**config.mk**
```make
export PLATFORM = sky130hd
export DESIGN_NAME = sdram_burst_colgen
export DESIGN_NICKNAME = d
export VERILOG_FILES = /design/src/rtl/sbc_pkg.sv /design/src/rtl/sbc_mode_decode.sv /design/src/rtl/sbc_mask_delay.sv /design/src/rtl/sbc_col_seq.sv /design/src/rtl/sdram_burst_colgen.sv
export SDC_FILE = /design/constraint.sdc
export NUM_CORES = 1
export LEC_CHECK = 0
export BUFFER_PORTS_ARGS = -buffer_cell sky130_fd_sc_hd__buf_2
export CORE_MARGIN = 8
export CORE_UTILIZATION = 41
export CTS_CLUSTER_SIZE = 20
export DETAILED_ROUTE_END_ITERATION = 16
export PLACE_DENSITY = 0.62
export REMOVE_ABC_BUFFERS = 1
export SLEW_MARGIN = 20
export SYNTH_ARGS = -nofsm -noshare
export SYNTH_HDL_FRONTEND = slang
export SYNTH_SLANG_ARGS = --single-unit
```
**constraint.sdc**
```tcl
create_clock -name clk -period 1.91 [get_ports clk]
set_clock_uncertainty 0.05 [all_clocks]
set_input_delay 0.0955 -clock clk [delete_from_list [all_inputs] [get_ports clk]]
set_output_delay 0.0955 -clock clk [all_outputs]
set_load 0.05 [all_outputs]
```
**src/rtl/sbc_pkg.sv**
```systemverilog
package sbc_pkg;

  // length codes that select a supported burst
  localparam logic [2:0] LEN_ONE   = 3'b000;
  localparam logic [2:0] LEN_TWO   = 3'b001;
  localparam logic [2:0] LEN_FOUR  = 3'b010;
  localparam logic [2:0] LEN_EIGHT = 3'b011;
  localparam logic [2:0] LEN_PAGE  = 3'b111;

  typedef enum logic {
    ORD_LINEAR = 1'b0,
    ORD_XOR    = 1'b1
  } order_e;

endpackage

```
**src/rtl/sbc_mode_decode.sv**
```systemverilog
module sbc_mode_decode #(
  parameter int COL_W = 8,
  parameter int LOG_W = $clog2(COL_W + 1)
) (
  input  logic [2:0]       len_code,
  input  logic             order_xor,
  input  logic             wr_single,
  input  logic             is_write,
  output logic [LOG_W-1:0] span_log2,
  output logic             code_err
);
  import sbc_pkg::*;

  always_comb begin
    code_err  = 1'b0;
    span_log2 = '0;
    case (len_code)
      LEN_ONE:   span_log2 = LOG_W'(0);
      LEN_TWO:   span_log2 = LOG_W'(1);
      LEN_FOUR:  span_log2 = LOG_W'(2);
      LEN_EIGHT: span_log2 = LOG_W'(3);
      LEN_PAGE: begin
        if (order_e'(order_xor) == ORD_XOR) code_err = 1'b1;
        else                                span_log2 = LOG_W'(COL_W);
      end
      default:   code_err = 1'b1;
    endcase
    if (is_write && wr_single) span_log2 = '0;
  end

endmodule

```
**src/rtl/sbc_mask_delay.sv**
```systemverilog
module sbc_mask_delay #(
  parameter int DEPTH = 2
) (
  input  logic clk,
  input  logic rst_n,
  input  logic d,
  output logic q
);
  generate
    if (DEPTH == 0) begin : g_pass
      assign q = d;
    end else begin : g_pipe
      logic [DEPTH-1:0] sr;
      always_ff @(posedge clk) begin
        if (!rst_n) begin
          sr <= '0;
        end else begin
          sr[0] <= d;
          for (int i = 1; i < DEPTH; i++) sr[i] <= sr[i-1];
        end
      end
      assign q = sr[DEPTH-1];
    end
  endgenerate

endmodule

```
**src/rtl/sbc_col_seq.sv**
```systemverilog
module sbc_col_seq #(
  parameter int COL_W  = 8,
  parameter int BANK_W = 2,
  parameter int LOG_W  = $clog2(COL_W + 1)
) (
  input  logic              clk,
  input  logic              rst_n,
  input  logic              load,
  input  logic [COL_W-1:0]  load_col,
  input  logic [BANK_W-1:0] load_bank,
  input  logic              load_wr,
  input  logic              load_xor,
  input  logic              load_err,
  input  logic [LOG_W-1:0]  load_log2,
  input  logic              stop,
  output logic              active,
  output logic [COL_W-1:0]  col,
  output logic [BANK_W-1:0] bank,
  output logic              is_wr,
  output logic              err,
  output logic              last,
  output logic              end_evt
);

  // bits below the burst span
  function automatic logic [COL_W-1:0] low_mask(input logic [LOG_W-1:0] l2);
    low_mask = '0;
    for (int i = 0; i < COL_W; i++) low_mask[i] = (i < int'(l2));
  endfunction

  // linear walk: count inside the aligned block
  function automatic logic [COL_W-1:0] linear_step(input logic [COL_W-1:0] cur,
                                                   input logic [COL_W-1:0] m);
    linear_step = (cur & ~m) | ((cur + COL_W'(1)) & m);
  endfunction

  // scrambled walk: start bits XOR beat index
  function automatic logic [COL_W-1:0] xor_pick(input logic [COL_W-1:0] base,
                                                input logic [COL_W-1:0] idx,
                                                input logic [COL_W-1:0] m);
    xor_pick = (base & ~m) | ((base ^ idx) & m);
  endfunction

  logic [COL_W-1:0] base_q;
  logic [COL_W-1:0] cnt_q;
  logic [LOG_W-1:0] log2_q;
  logic             xor_q;
  logic [COL_W-1:0] span_m;
  logic [COL_W-1:0] cnt_nx;
  logic [COL_W-1:0] col_nx;

  assign span_m  = low_mask(log2_q);
  assign cnt_nx  = cnt_q + COL_W'(1);
  assign col_nx  = xor_q ? xor_pick(base_q, cnt_nx, span_m) : linear_step(col, span_m);
  assign last    = active && (cnt_q == span_m);
  assign end_evt = active && (last || stop);

  always_ff @(posedge clk) begin
    if (!rst_n) begin
      active <= 1'b0;
      col    <= '0;
      base_q <= '0;
      cnt_q  <= '0;
      bank   <= '0;
      is_wr  <= 1'b0;
      xor_q  <= 1'b0;
      err    <= 1'b0;
      log2_q <= '0;
    end else if (load) begin
      active <= 1'b1;
      col    <= load_col;
      base_q <= load_col;
      cnt_q  <= '0;
      bank   <= load_bank;
      is_wr  <= load_wr;
      xor_q  <= load_xor;
      err    <= load_err;
      log2_q <= load_log2;
    end else if (end_evt) begin
      active <= 1'b0;
      err    <= 1'b0;
    end else if (active) begin
      cnt_q <= cnt_nx;
      col   <= col_nx;
    end
  end

endmodule

```
**src/rtl/sdram_burst_colgen.sv**
```systemverilog
module sdram_burst_colgen #(
  parameter int COL_W       = 8,
  parameter int BANK_W      = 2,
  parameter int RD_MASK_LAT = 2
) (
  input  logic              clk,
  input  logic              rst_n,
  input  logic              start,
  input  logic              start_is_write,
  input  logic [COL_W-1:0]  start_col,
  input  logic [BANK_W-1:0] start_bank,
  input  logic              stop,
  input  logic [2:0]        mode_len,
  input  logic              mode_ilv,
  input  logic              mode_wr_single,
  input  logic              mask_in,
  output logic [COL_W-1:0]  col_out,
  output logic [BANK_W-1:0] bank_out,
  output logic              beat_valid,
  output logic              beat_last,
  output logic              beat_is_write,
  output logic              len_err,
  output logic              wr_mask_out,
  output logic              rd_hiz_out
);
  localparam int LOG_W = $clog2(COL_W + 1);

  logic [LOG_W-1:0] dec_log2;
  logic             dec_err;
  logic             seq_err;
  logic             burst_end;
  logic             rd_mask_src;

  sbc_mode_decode #(.COL_W(COL_W), .LOG_W(LOG_W)) u_dec (
    .len_code  (mode_len),
    .order_xor (mode_ilv),
    .wr_single (mode_wr_single),
    .is_write  (start_is_write),
    .span_log2 (dec_log2),
    .code_err  (dec_err)
  );

  sbc_col_seq #(.COL_W(COL_W), .BANK_W(BANK_W), .LOG_W(LOG_W)) u_seq (
    .clk       (clk),
    .rst_n     (rst_n),
    .load      (start),
    .load_col  (start_col),
    .load_bank (start_bank),
    .load_wr   (start_is_write),
    .load_xor  (mode_ilv),
    .load_err  (dec_err),
    .load_log2 (dec_log2),
    .stop      (stop),
    .active    (beat_valid),
    .col       (col_out),
    .bank      (bank_out),
    .is_wr     (beat_is_write),
    .err       (seq_err),
    .last      (beat_last),
    .end_evt   (burst_end)
  );

  assign len_err     = beat_valid & seq_err;
  assign wr_mask_out = beat_valid & beat_is_write & mask_in;
  assign rd_mask_src = beat_valid & ~beat_is_write & mask_in;

  sbc_mask_delay #(.DEPTH(RD_MASK_LAT)) u_rdmask (
    .clk   (clk),
    .rst_n (rst_n),
    .d     (rd_mask_src),
    .q     (rd_hiz_out)
  );

endmodule

```
==> flow_metrics.py <==
metrics = {
    "route": {
        "wirelength_um": 5373,
        "initialDrtViolationCount": 107,
        "dr.pass1.iters": 4,
        "final_antenna_net_count": 0,
        "vias_per_cell": 5.172,
        "drc": 0,
        "wl_per_cell_um": 14.40,
        "vias": 1929,
    },
    "power": {
        "p_int_w": 0.001135,
        "peakVddDrop_mv": 0.3459,
        "clockPowerShare_pct": 32.3,
        "p_seq_share_pct": 48.8,
        "p_comb_share_pct": 18.9,
        "switching_power_w": 0.0004902,
        "swShare_pct": 30.16,
        "power_leakage_nw": 1.095,
        "fin_total_pwr_w": 0.001625,
        "powerDensity_mw_per_mm2": 619.4,
    },
    "worst_setup_path": {
        "cp-start-kind": "register",
        "cp_max_fo": 5,
        "crit_type": "register to output port",
        "critPathRequiredTime_ps": 1760,
        "endpoint_kind": "output port",
        "arrival_ps": 1770,
    },
    "logic_synthesis": {
        "netlist.area_leader.share_pct": 34.04,
        "ys_types": 44,
        "ys_ff_latch": 35,
        "synth_edf_count": 0,
        "syn_area_mm2": 0.002058,
        "ys.warnings.count": 0,
        "synthTopCellsByArea": "dfxtp_1 (34%), mux2i_1 (6.8%), nor2b_1 (4.9%), xnor2_1 (4.7%), xor2_1 (4.7%)",
        "avgSynthCellArea_um2": 8.233,
        "synth_area_leader_cell": "dfxtp_1",
        "async_flop_share_pct": 0,
        "ys_seq_area_share_pct": 34.04,
        "synthCells": 250,
        "synthFlopType": "dfxtp_1",
    },
    "clock_network": {
        "path_clk_slew_ps": 80,
        "clockRootBuffer": "clkbuf_8",
        "ctsLongestPathBuffers": 2,
        "cts_tree": "done",
        "htreeDepth": 2,
        "clock_sinks": 35,
        "clk-insertion-delay-late_ps": 290,
        "cts_buffers": 5,
    },
    "sta": {
        "rsz0062_at_grt": "yes",
        "fin_crit_ps": 1915,
        "max_slew_margin_pct": 66.02,
        "fmax_ghz": 0.5222,
        "hold_violations": 0,
        "finalCritPeriodShare_pct": 100.3,
        "fin_ws_ps": -4.827,
        "fin_tns_setup_ps": -4.827,
        "tightest_slew_ps": 509.0,
        "setup_violations": 1,
        "slew_violations": 0,
    },
    "worst_hold_path": {
        "hold_class": "input pin to register",
    },
    "floorplanning": {
        "row_count": 25,
        "core_mm2": 0.004786,
        "initial_core_util_pct": 43.01,
        "die_area_mm2": 0.007543,
        "die_x_um": 86.85,
        "ios": 37,
        "die_h_um": 86.85,
    },
    "placement": {
        "dp_hpwl_um": 3920,
        "place.gp.congestion": 0.8338,
        "dp.cells": 360,
        "numPortBuffers": 36,
    },
    "status": {
        "failed_checks": "setup timing",
        "outcome": "complete, but fails checks",
    },
    "grt": {
        "grt_overflow": 0,
        "grt_antenna_before_repair": 0,
        "grt_max_degree": 31,
        "grt_pass1_vias": 1952,
        "grt_pass1_wl_um": 9128,
        "track_usage_pct": 15.09,
    },
    "cells_and_area": {
        "layout.cells.non_filler": 373,
        "finalNetCount": 328,
        "num-fill-cells": 471,
        "diodes": 0,
        "area_delta_synth_final_pct": 27.48,
        "drive_gt1_share_pct": 28.43,
    },
    "job": {
        "cap_violations": 0,
    },
}
## worst max-delay path, cell delays in order, from the launching register on
cell and delay (ps):
dfxtp_2 320, or4_4 540, o21bai_4 150, o2111ai_4 120, buf_6 170, inv_2 50
buf_8 130
## synth_stat cells (2+ instances only)
master / n
ha_1: 2
nor2b_1: 16
mux2i_1: 14
a211oi_1: 3
xnor2_1: 11
nand2_1: 23
a22oi_1: 2
o21ai_0: 12
buf_2: 2
a21boi_0: 3
nand3_1: 13
nor2_1: 17
nor4_1: 2
buf_6: 2
and3_1: 5
xor2_1: 11
o211ai_1: 2
a41oi_1: 2
and4b_1: 2
dfxtp_1: 35
nand4_1: 2
a221oi_2: 2
nand3b_1: 2
nand2b_1: 5
a21oi_1: 12
inv_1: 5
and2_1: 3
clkbuf_1: 12
nor3_1: 10
or3_1: 2
a22o_1: 2
o31ai_1: 2
## metrics by stage
| step | hold WS, ps | setup WS (ps) | instance area [µm²] | util [%] |
|---|---|---|---|---|
| 2_1_floorplan | 167.2 | -255.7 | 1981 | - |
| 3_3_place_gp | 285.1 | 44.97 | 2417 | 50.51 |
| 3_5_place_dp | 284.5 | 31.14 | 2417 | 50.51 |
| 4_1_cts | 9.862 | -24.98 | 2545 | 53.18 |
| 5_1_grt | 21.90 | -63.97 | 2624 | 54.82 |
| 6_report | 14.01 | -4.827 | 2624 | 54.82 |
## cells in the final DEF (no fill, tap or decap), drive strengths merged, types with 5 or more instances in the layout
cell	instances
inv	5
mux2i	14
nor2	17
clkbuf	5
xor2	11
buf	61
nand3	13
and3	5
xnor2	11
o21ai	12
a21oi	12
nor3	10
dfxtp	35
nor2b	16
nand2	23
nand2b	5
## logic make-up (layout without fill, tap and decap cells)
group                      after synthesis  after routing  synth area share [%]
adders and majority gates                2              2                 1.216
and+or+nand+nor                        106            106                 26.93
xor gates and xnor gates                22             22                 9.361
DFF                                     35             35                 34.04
AOI/OAI and AO/OA                       50             50                 16.96
buffers and inverters                   21             77                 4.681
muxes                                   14             14                 6.808
## power by group through the flow
stage | clock network, W | logic (W) | registers (W)
5_1_grt | 0.000567 | 0.000336 | 0.000799
3_3_place_gp | 0 | 0.000283 | 0.000810
4_1_cts | 0.000542 | 0.000295 | 0.000794
2_1_floorplan | 0 | 0.000118 | 0.000865
3_5_place_dp | 0 | 0.000284 | 0.000810
6_report | 0.000524 | 0.000307 | 0.000794
## path summary, 6_finish.rpt
check	slack (ps)	endpoint	depth (start not counted)	startpoint
worst min register to register	390	u_rdmask.g_pipe.sr[1]	1	u_rdmask.g_pipe.sr[0]
worst min-delay path	10	register	3	start_col[7]
worst max-delay path	-5	beat_last	6	u_seq.cnt_q[3]
worst max register to register	20	u_seq.cnt_q[4]	8	u_seq.cnt_q[3]
## metal layers
metal / track usage [%] / routed length [µm] / vias up
met4: 5.790 / 61 / 0
met3: 2.736 / 108 / 4
met2: 26.02 / 2679 / 25
met1: 18.00 / 2522 / 913
li1: - / - / 987
met5: 0 / 0 / -
## cell type report
type,count,area [µm²],area share (%)
clock inverter,3,15.01,0.5722
clock buffer,5,68.82,2.623
inverter,5,18.77,0.7153
tap,67,83.83,3.195
timing repair buffer,64,412.9,15.74
multi-input combinational,194,1315,50.12
sequential,35,709.4,27.04
## what timing repair did
action	in CTS	in global routing
hold buffers	3	0
endpoints found under the hold margin	3	0
setup endpoints to repair	1	14
gates resized for setup	2	22
buffers inserted	1	0
pin swaps	0	3
gates cloned	0	1
Note: power is estimated with default switching activity, not from simulation.
